===== src/rtl/pkt_page_mmu.sv =====
module pkt_page_mmu #(
  parameter int PAGES = 4,
  parameter int PW = (PAGES > 1) ? $clog2(PAGES) : 1
) (
  input  logic             clk,
  input  logic             rst_n,
  input  logic             cmd_valid,
  input  logic [7:0]       cmd_byte,
  input  logic [PW-1:0]    page_sel,
  input  logic             ack_valid,
  input  logic [7:0]       ack_bits,
  input  logic             mask_valid,
  input  logic [7:0]       mask_bits,
  input  logic             tx_enable,
  input  logic             auto_release,
  input  logic             rx_req,
  output logic             rx_ack,
  output logic [PW-1:0]    rx_page,
  output logic             tx_valid,
  output logic [PW-1:0]    tx_page,
  input  logic             tx_sent,
  output logic [7:0]       alloc_result,
  output logic [7:0]       done_head,
  output logic [7:0]       rx_head,
  output logic [7:0]       int_status,
  output logic [7:0]       int_mask,
  output logic             irq,
  output logic [PAGES-1:0] page_map
);
  localparam int CW = $clog2(PAGES + 1);
  localparam logic [7:0] NONE = 8'h80;
  localparam logic [7:0] ACK_OK = 8'hD6;
  localparam logic [CW-1:0] FULL = CW'(PAGES);

  logic [PAGES-1:0] map_q, map_d;
  logic [PW-1:0] tq_q [PAGES], tq_d [PAGES];
  logic [PW-1:0] dq_q [PAGES], dq_d [PAGES];
  logic [PW-1:0] rq_q [PAGES], rq_d [PAGES];
  logic [CW-1:0] tn_q, tn_d, dn_q, dn_d, rn_q, rn_d;
  logic [7:0] res_q, res_d, st_q, st_d, mk_q, mk_d;

  function automatic logic [7:0] lowest_free(input logic [PAGES-1:0] m);
    logic [7:0] r;
    r = NONE;
    for (int i = PAGES - 1; i >= 0; i--)
      if (!m[i]) r = 8'(i);
    return r;
  endfunction

  logic [7:0] rx_pick;
  assign rx_pick  = lowest_free(map_q);
  assign rx_ack   = rx_req && !cmd_valid && (rx_pick != NONE);
  assign rx_page  = rx_pick[PW-1:0];
  assign tx_valid = tx_enable && (tn_q != '0);
  assign tx_page  = tq_q[0];

  always_comb begin
    logic [7:0] a;
    logic [PW-1:0] pg;
    logic rel;
    map_d = map_q; tq_d = tq_q; dq_d = dq_q; rq_d = rq_q;
    tn_d = tn_q; dn_d = dn_q; rn_d = rn_q;
    res_d = res_q; st_d = st_q; mk_d = mk_q;
    a = NONE; pg = '0; rel = 1'b0;

    if (rx_ack) begin
      map_d[rx_page] = 1'b1;
      rq_d[rn_d[PW-1:0]] = rx_page;
      rn_d = rn_d + 1'b1;
      st_d[0] = 1'b1;
    end

    if (tx_valid && tx_sent) begin
      pg = tq_d[0];
      for (int i = 0; i < PAGES - 1; i++) tq_d[i] = tq_d[i+1];
      tn_d = tn_d - 1'b1;
      if (auto_release) begin
        map_d[pg] = 1'b0;
        if (res_d == NONE) begin
          a = lowest_free(map_d);
          if (a != NONE) begin
            res_d = a; map_d[a[PW-1:0]] = 1'b1; st_d[3] = 1'b1;
          end
        end
      end else if (dn_d < FULL) begin
        dq_d[dn_d[PW-1:0]] = pg;
        dn_d = dn_d + 1'b1;
      end
    end

    if (cmd_valid) begin
      case (cmd_byte[7:5])
        3'd1: begin
          res_d = NONE; st_d[3] = 1'b0;
          a = lowest_free(map_d);
          if (a != NONE) begin
            res_d = a; map_d[a[PW-1:0]] = 1'b1; st_d[3] = 1'b1;
          end
        end
        3'd2: begin
          map_d = '0; tn_d = '0; dn_d = '0; rn_d = '0; res_d = '0;
        end
        3'd3, 3'd4: begin
          if (rn_d != '0) begin
            if (cmd_byte[7]) begin rel = 1'b1; pg = rq_d[0]; end
            for (int i = 0; i < PAGES - 1; i++) rq_d[i] = rq_d[i+1];
            rn_d = rn_d - 1'b1;
          end
          st_d[0] = (rn_d != '0);
        end
        3'd5: begin rel = 1'b1; pg = page_sel; end
        3'd6: begin
          if (tn_d < FULL) begin
            tq_d[tn_d[PW-1:0]] = page_sel;
            tn_d = tn_d + 1'b1;
          end
        end
        3'd7: begin tn_d = '0; dn_d = '0; end
        default: ;
      endcase
      if (rel) begin
        map_d[pg] = 1'b0;
        if (res_d == NONE) begin
          a = lowest_free(map_d);
          if (a != NONE) begin
            res_d = a; map_d[a[PW-1:0]] = 1'b1; st_d[3] = 1'b1;
          end
        end
      end
    end

    if (ack_valid) begin
      st_d = st_d & ~(ack_bits & ACK_OK);
      if (ack_bits[1] && dn_d != '0) begin
        for (int i = 0; i < PAGES - 1; i++) dq_d[i] = dq_d[i+1];
        dn_d = dn_d - 1'b1;
      end
    end

    if (tn_d == '0) st_d[2] = 1'b1;
    if (dn_d != '0) st_d[1] = 1'b1;
    if (mask_valid) mk_d = mask_bits;
  end

  always_ff @(posedge clk or negedge rst_n) begin
    if (!rst_n) begin
      map_q <= '0; tn_q <= '0; dn_q <= '0; rn_q <= '0;
      res_q <= '0; st_q <= 8'h04; mk_q <= '0;
      for (int i = 0; i < PAGES; i++) begin
        tq_q[i] <= '0; dq_q[i] <= '0; rq_q[i] <= '0;
      end
    end else begin
      map_q <= map_d; tq_q <= tq_d; dq_q <= dq_d; rq_q <= rq_d;
      tn_q <= tn_d; dn_q <= dn_d; rn_q <= rn_d;
      res_q <= res_d; st_q <= st_d; mk_q <= mk_d;
    end
  end

  assign page_map     = map_q;
  assign alloc_result = res_q;
  assign int_status   = st_q;
  assign int_mask     = mk_q;
  assign irq          = |(st_q & mk_q);
  assign done_head    = (dn_q == '0) ? NONE : 8'(dq_q[0]);
  assign rx_head      = (rn_q == '0) ? NONE : 8'(rq_q[0]);

  assert_full_alloc_R2: assert property (@(posedge clk) disable iff (!rst_n)
    (cmd_valid && cmd_byte[7:5] == 3'd1 && (&page_map) && !(tx_valid && tx_sent && auto_release))
    |=> alloc_result == NONE);
  assert_grant_marks_R4: assert property (@(posedge clk) disable iff (!rst_n)
    rx_ack |=> page_map[$past(rx_page)]);
  assert_rx_head_hold_R5: assert property (@(posedge clk) disable iff (!rst_n)
    (rx_head != NONE && !cmd_valid) |=> rx_head == $past(rx_head));
  assert_tx_head_hold_R7: assert property (@(posedge clk) disable iff (!rst_n)
    (tx_valid && !tx_sent && !cmd_valid && tx_enable) |=> $stable(tx_page));
  assert_tx_empty_bit_R9: assert property (@(posedge clk) disable iff (!rst_n)
    (tn_q == '0) |-> int_status[2]);
  assert_done_bit_R9: assert property (@(posedge clk) disable iff (!rst_n)
    (done_head != NONE) |-> int_status[1]);
endmodule


===== config.mk =====
export PLATFORM = sky130hd
export DESIGN_NAME = pkt_page_mmu
export DESIGN_NICKNAME = d
export VERILOG_FILES = /design/src/rtl/pkt_page_mmu.sv
export SDC_FILE = /design/constraint.sdc
export NUM_CORES = 1
export LEC_CHECK = 0
export BUFFER_PORTS_ARGS = -buffer_cell sky130_fd_sc_hd__clkbuf_2
export CAP_MARGIN = 20
export CORE_UTILIZATION = 49
export CTS_CLUSTER_SIZE = 25
export DETAILED_ROUTE_END_ITERATION = 12
export HOLD_SLACK_MARGIN = 0.15
export PLACE_DENSITY = 0.88
export SLEW_MARGIN = 20
export SYNTH_ARGS = -nofsm -noshare
export SYNTH_HDL_FRONTEND = slang
export SYNTH_SLANG_ARGS = --single-unit

===== constraint.sdc =====
create_clock -name clk -period 3.4 [get_ports clk]
set_input_delay 0.17 -clock clk [delete_from_list [all_inputs] [get_ports clk]]
set_output_delay 0.17 -clock clk [all_outputs]
set_load 0.02 [all_outputs]

-- Word-level counts from Yosys, hierarchy flattened
Index checks and enable logic that the tools add are counted.
- output and inout bits: 51
- input bits: 35
- register bits: 61
- equal/unequal tests: 13
- add/subtract/negate cells: 6
- multiplexer cells: 125
- order comparisons: 20
- reduce and logical (&&, ||, !) cells: 29
- bitwise gates (word level): 14
- operators by type and width (cell ; number):
    2-to-1 mux 8 bit ; 43
    2-to-1 mux 4 bit ; 12
    2-to-1 mux 3 bit ; 15
    2-to-1 mux 6 bit ; 6
    inequality test 8 bit (second input constant) ; 4
    bitwise mux 8 bit ; 3
    2-to-1 mux 1 bit ; 24
    less-than comparator 2 x 3 -> 1 bit (second input constant) ; 6
    bitwise AND 8 bit ; 2
    == test 8 bit (second input constant) ; 2
    bitwise OR 4 bit ; 4
    one-hot mux 8 bit (2 select lines) ; 1
    nonzero test 3 bit ; 5
    logical AND 1 bit ; 14
    2-to-1 mux 2 bit ; 7
    demux 1 bit (select 2 bit) ; 6
    demux 2 bit (select 2 bit) ; 3
    == test 3 bit (second input constant) ; 4
    >= comparator 2 x 1 -> 1 bit (second input constant) ; 6
    one-hot mux 3 bit (2 select lines) ; 2
    adder 3 x 1 -> 3 bit (second input constant) ; 3
    >= comparator 3 bit (second input constant) ; 3
    logical NOT 3 bit ; 3
    less-than comparator 3 x 1 -> 1 bit (second input constant) ; 3
    16 further kinds ; 26

-- Depth between registers and ports, before layout
- word-level depth: 58
- mapped depth: 15
- gate-level depth less buffers: 14

-- Worst setup path after synthesis
Ideal clock, no wire load.
- path kind: reg-to-reg
- start point: reg map_q[2], in the netlist page_map[2]
- end point: reg res_q[0], in the netlist alloc_result[0]
- setup time: 0.086 ns
- clock period less this slack: 3.826 ns
- cell stages (with the launch flop): 15
- arrival time: 3.740 ns
- data required time: 3.314 ns
- slack: -0.426 ns
- path through: dfrtp_1 -> clkbuf_1 -> nand2_1 -> o21a_1 -> clkbuf_1 -> xnor2_1 -> ha_1 -> ha_1 -> a211oi_4 -> nor2_1 -> a222oi_1 -> inv_2 -> a2111oi_0 -> nor4b_1 -> nor3_1
- RTL lines (what ; RTL line ; RTL):
    start: declaration ; 35 ; logic [PAGES-1:0] map_q, map_d;
    start signal: assignment ; 153 ; map_q <= map_d; tq_q <= tq_d; dq_q <= dq_d; rq_q <= rq_d;
    2-to-1 mux 8 bit (*) (3 in a row) ; 46 ; if (!m[i]) r = 8'(i);
    inequality test 8 bit (*) ; 52 ; assign rx_ack = rx_req && !cmd_valid && (rx_pick != NONE);
    logical AND 1 bit (*) ; 52 ;
    via rx_ack ; 17 ; output logic rx_ack,
    2-to-1 mux 4 bit ; 66 ; if (rx_ack) begin
    bitwise AND 4 bit (no source line) ; -- ;
    2-to-1 mux 8 bit (4 in a row) ; 46 ;
    2-to-1 mux 8 bit ; 79 ; if (res_d == NONE) begin
    [... 31 more ...] ; -- ;
    2-to-1 mux 8 bit ; 121 ; if (rel) begin
    2-to-1 mux 8 bit ; 91 ; if (cmd_valid) begin
    inequality test 8 bit ; 125 ; if (a != NONE) begin
    2-to-1 mux 8 bit ; 125 ;
    2-to-1 mux 8 bit ; 123 ; if (res_d == NONE) begin
    2-to-1 mux 8 bit ; 121 ;
    2-to-1 mux 8 bit (*) ; 91 ;
    via res_d[0] ; 40 ; logic [7:0] res_q, res_d, st_q, st_d, mk_q, mk_d;
    end signal: assignment ; 155 ; res_q <= res_d; st_q <= st_d; mk_q <= mk_d;
    end: declaration ; 40 ;
The timed path passes the listed nets; every way through them passes the cells marked *. The select of a mux whose other input is x is not followed.
A chain may end at the register's enable or synchronous reset.

-- Worst setup path after layout
- start point: reg map_q[0], in the netlist page_map[0]
- end point: reg map_q[1], in the netlist page_map[1]
- longest elaborated chain between the ends: 55
- ends and longest elaborated chain (what ; RTL line ; RTL):
    2-to-1 mux 8 bit ; 46 ;
    less-than comparator 2 x 3 -> 1 bit (not written as such) / >= comparator 2 x 1 -> 1 bit (equally long branches) ; 67 ; map_d[rx_page] = 1'b1;
    logical AND 1 bit (not written as such) ; 67 ;
    2-to-1 mux 1 bit (not written as such) ; 67 ;
    demux 1 bit (select 2 bit) ; 67 ;
    bitwise OR 4 bit (no source line) ; -- ;
    2-to-1 mux 4 bit ; 66 ;
    bitwise AND 4 bit (no source line) ; -- ;
    [... 40 more ...] ; -- ;
    2-to-1 mux 1 bit (not written as such) ; 126 ; res_d = a; map_d[a[PW-1:0]] = 1'b1; st_d[3] = 1'b1;
    demux 1 bit (select 2 bit) ; 126 ;
    bitwise OR 4 bit (no source line) ; -- ;
    2-to-1 mux 4 bit ; 125 ;
    2-to-1 mux 4 bit ; 123 ;
    2-to-1 mux 4 bit ; 121 ;
    2-to-1 mux 4 bit (*) ; 91 ;
    via map_d[1] ; 35 ;
Marks and branches as above.

==> results.toml <==
[timing]
tightest_slew_ns = 0.7382
layout_min_cycle_time_ns = 3.108
hold_viol_final = 0
max_slew_margin = 0.5079
grt_setup_unrepaired = "false"
setup_viol = 0
finalMaxSlewViolations = 0
worst_clock_skew_ns = 0.008338
fmax_mhz = 321.7
setup_tns_ns = 0
post-route-period-util = 0.9142

[clocking]
cts_buffer_depth = 2
cts_made_buffers = 9
cts_tree = "built"
clk_pin_slew_worst_paths_ns = 0.06
clock-root-buffer = "clkbuf_8"
cts.sinks = 60
cts_htree_levels = 3
cts_setup_buffers = 0
clock_latency_ns = 0.33

[synthesis]
ys_warn_count = 0
syn_area_um2 = 3817
synth-async-reset-ratio = 1.000
yosysTopAreaCellShare = 0.3868
syn_area_per_cell_um2 = 9.154
synth_cell_type_count = 57
ys_ff_latch = 60
synth_edf_count = 0
postSynthCellCount = 417
ys.flop_type = "dfrtp_1"
yosysTopAreaCell = "dfrtp_1"
synth_area_leaders = "dfrtp_1, ha_1, nand2_1"
synth_seq_area_share = 0.3936

[placement]
hpwl_um = 7046
place_area_um2 = 4222
gp_congestion = 0.9018
placedCellCount = 572
port_buffers = 66

[final_layout]
diodes = 0
finish.net_count = 555
instances_no_fill = 605
syn_to_final_growth_pct = 20.39
final_area_um2 = 4596
drive_gt1_frac = 0.2470

[worst_setup_path]
crit_path_end_kind = "flip-flop"
r2r_end = "page_map[1]$_DFF_PN0_"
critPathRequiredTime_ns = 3.63
critical_path.startpoint_type = "flip-flop"
crit_type = "flip-flop to flip-flop"
rr_startpoint = "page_map[0]$_DFF_PN0_"
cp_max_fo = 11
reg2reg_depth = 12
arrival_ns = 3.34
reg2reg_slack_ns = 0.29

[detailed_routing]
vias = 3373
postRouteAntennaNets = 0
vias_per_cell = 5.575
drc_errors = 0
dr.max_layer_used = "met4"
wl_per_cell_um = 15.42
wl_met1_um = 3962
wl_met3_um = 453
drtIter0Drc = 217
wl_met2_um = 4757
routed_wl_um = 9332
drt_pass1_iterations = 8

[run]
cap_violations = 0

[die]
dieArea_um2 = 8148
die_h_um = 90.27
start_util = 0.5153
io-pin-count = 86
die_width_um = 90.27
rows = 31
core-area_um2 = 7408

[status]
status = "complete, no violations"

[pwr]
leakage_nw = 2.230
power_density_nw_per_um2 = 755.5
ir_drop_uv = 327.5

[min_path]
min_to = "tq_q[3]$_DFF_PN0_"
hold_class = "primary input to flip-flop"
hold_start = "page_sel[1]"
min_delay_path_depth = 3

[global_routing]
track_usage = 0.2447
antenna_found_initial = 0
grt_pass1_vias = 3374
grt_pass1_wl_um = 15970
grt-ovfl-total = 0
grt_max_degree = 34
## stage by stage
step / hold slack [ns] / setup WS (ns) / power (W) / utilization
floorplan: -0.1256 / 0.01133 / 0.002382 / -
global placement: 0.2537 / 0.3427 / 0.002719 / 0.5698
detailed placement: 0.2648 / 0.2752 / 0.002798 / 0.5698
CTS: 0.1696 / 0.2587 / 0.003476 / 0.6202
global route: 0.1762 / 0.01060 / 0.003738 / 0.6203
finish: 0.1842 / 0.2919 / 0.003472 / 0.6203
## state kept, by name, indices dropped and copies added, names as in the netlist, named ones only
name	count
tq_q	4
dn_q	3
int_mask	8
int_status	7
page_map	4
alloc_result	8
dq_q	8
rq_q	8
tx_page	2
tn_q	3
rn_q	3
## cells in the final DEF (no fill, tap or decap), drive strengths merged, types with 17 or more instances in the layout
master / count
a21oi: 18
clkbuf: 78
dfrtp: 59
dlygate4sd3: 17
ha: 19
inv: 22
mux2: 17
nand2: 56
nor2: 30
o21ai: 19
## worst max path at each step
stage                                startpoint                        end  cells after the start
after floorplan           page_map[0]$_DFF_PN0_  alloc_result[0]$_DFF_PN0_                     14
after global placement    page_map[0]$_DFF_PN0_  alloc_result[0]$_DFF_PN0_                     13
after detailed placement  page_map[0]$_DFF_PN0_  alloc_result[0]$_DFF_PN0_                     13
after CTS                 page_map[0]$_DFF_PN0_  alloc_result[0]$_DFF_PN0_                     13
after global routing      page_map[0]$_DFF_PN0_  alloc_result[0]$_DFF_PN0_                     13
final                     page_map[0]$_DFF_PN0_      page_map[1]$_DFF_PN0_                     12
## layer usage
metal,global-route usage,vias to the layer above
met1,0.2990,1642
li1,-,1622
met3,0.05135,14
met5,0,-
met2,0.4198,95
met4,0.1008,0
## worst max-delay path, cell delays in order, from the launching register on
cell,delay (ns)
dfrtp_2,0.46
nand2_1,0.11
o21a_2,0.29
nand2_1,0.15
xor2_1,0.38
ha_2,0.35
a211oi_4,0.08
nor2_1,0.14
a222oi_1,0.12
buf_4,0.21
a2111oi_4,0.39
a21oi_1,0.13
a22oi_1,0.20
## logic make-up (layout without fill, tap and decap cells)
| family | Yosys count | after routing | share of synthesized area |
|---|---|---|---|
| and+or+nand+nor | 149 | 149 | 0.1862 |
| AOI/OAI and AO/OA | 97 | 97 | 0.1813 |
| DFF | 60 | 60 | 0.3936 |
| buffers and inverters | 51 | 130 | 0.06752 |
| muxes | 32 | 32 | 0.08948 |
| adders and majority gates | 20 | 20 | 0.06490 |
| xor gates and xnor gates | 7 | 7 | 0.01606 |
| other | 1 | 11 | 0.0009823 |
## cell usage after synthesis, drive strengths merged (2+ instances only)
master,count
dfrtp,59
nand2,56
nor2,30
inv,22
buf,19
ha,19
o21ai,19
a21oi,18
mux2,17
a31oi,15
mux2i,15
and2,14
nand3,12
clkbuf,10
nor3,10
o22ai,7
nor2b,6
nand2b,5
o31ai,5
a211oi,4
a21boi,4
or2,4
xnor2,4
a2111o,3
a222oi,3
a22oi,3
nor3b,3
o211ai,3
xor2,3
a2111oi,2
a21o,2
a31o,2
and3,2
nand4,2
o211a,2
## power breakdown
group	switching (W)	internal [W]	total, W
Clock	0.000279	0.000376	0.000655
Combinational	0.000976	0.000646	0.00162
Sequential	0.000234	0.000961	0.00120
Total	0.00149	0.00198	0.00347
## repair_timing
item | CTS | global route
hold endpoints to repair | 39 | 0
hold buffers | 17 | 0
endpoints found under the setup margin | 0 | 2
resized for setup | 0 | 1
## cell type report
class,count,area [um2]
multi-input cells,316,2112
inverters,22,82.58
repair buffers,92,568.0
well taps,99,123.9
flip-flops and latches,60,1506
clock inverters,4,47.55
fillers,630,2813
clock buffers,12,155.1
Power figures use the tool's default switching activity.
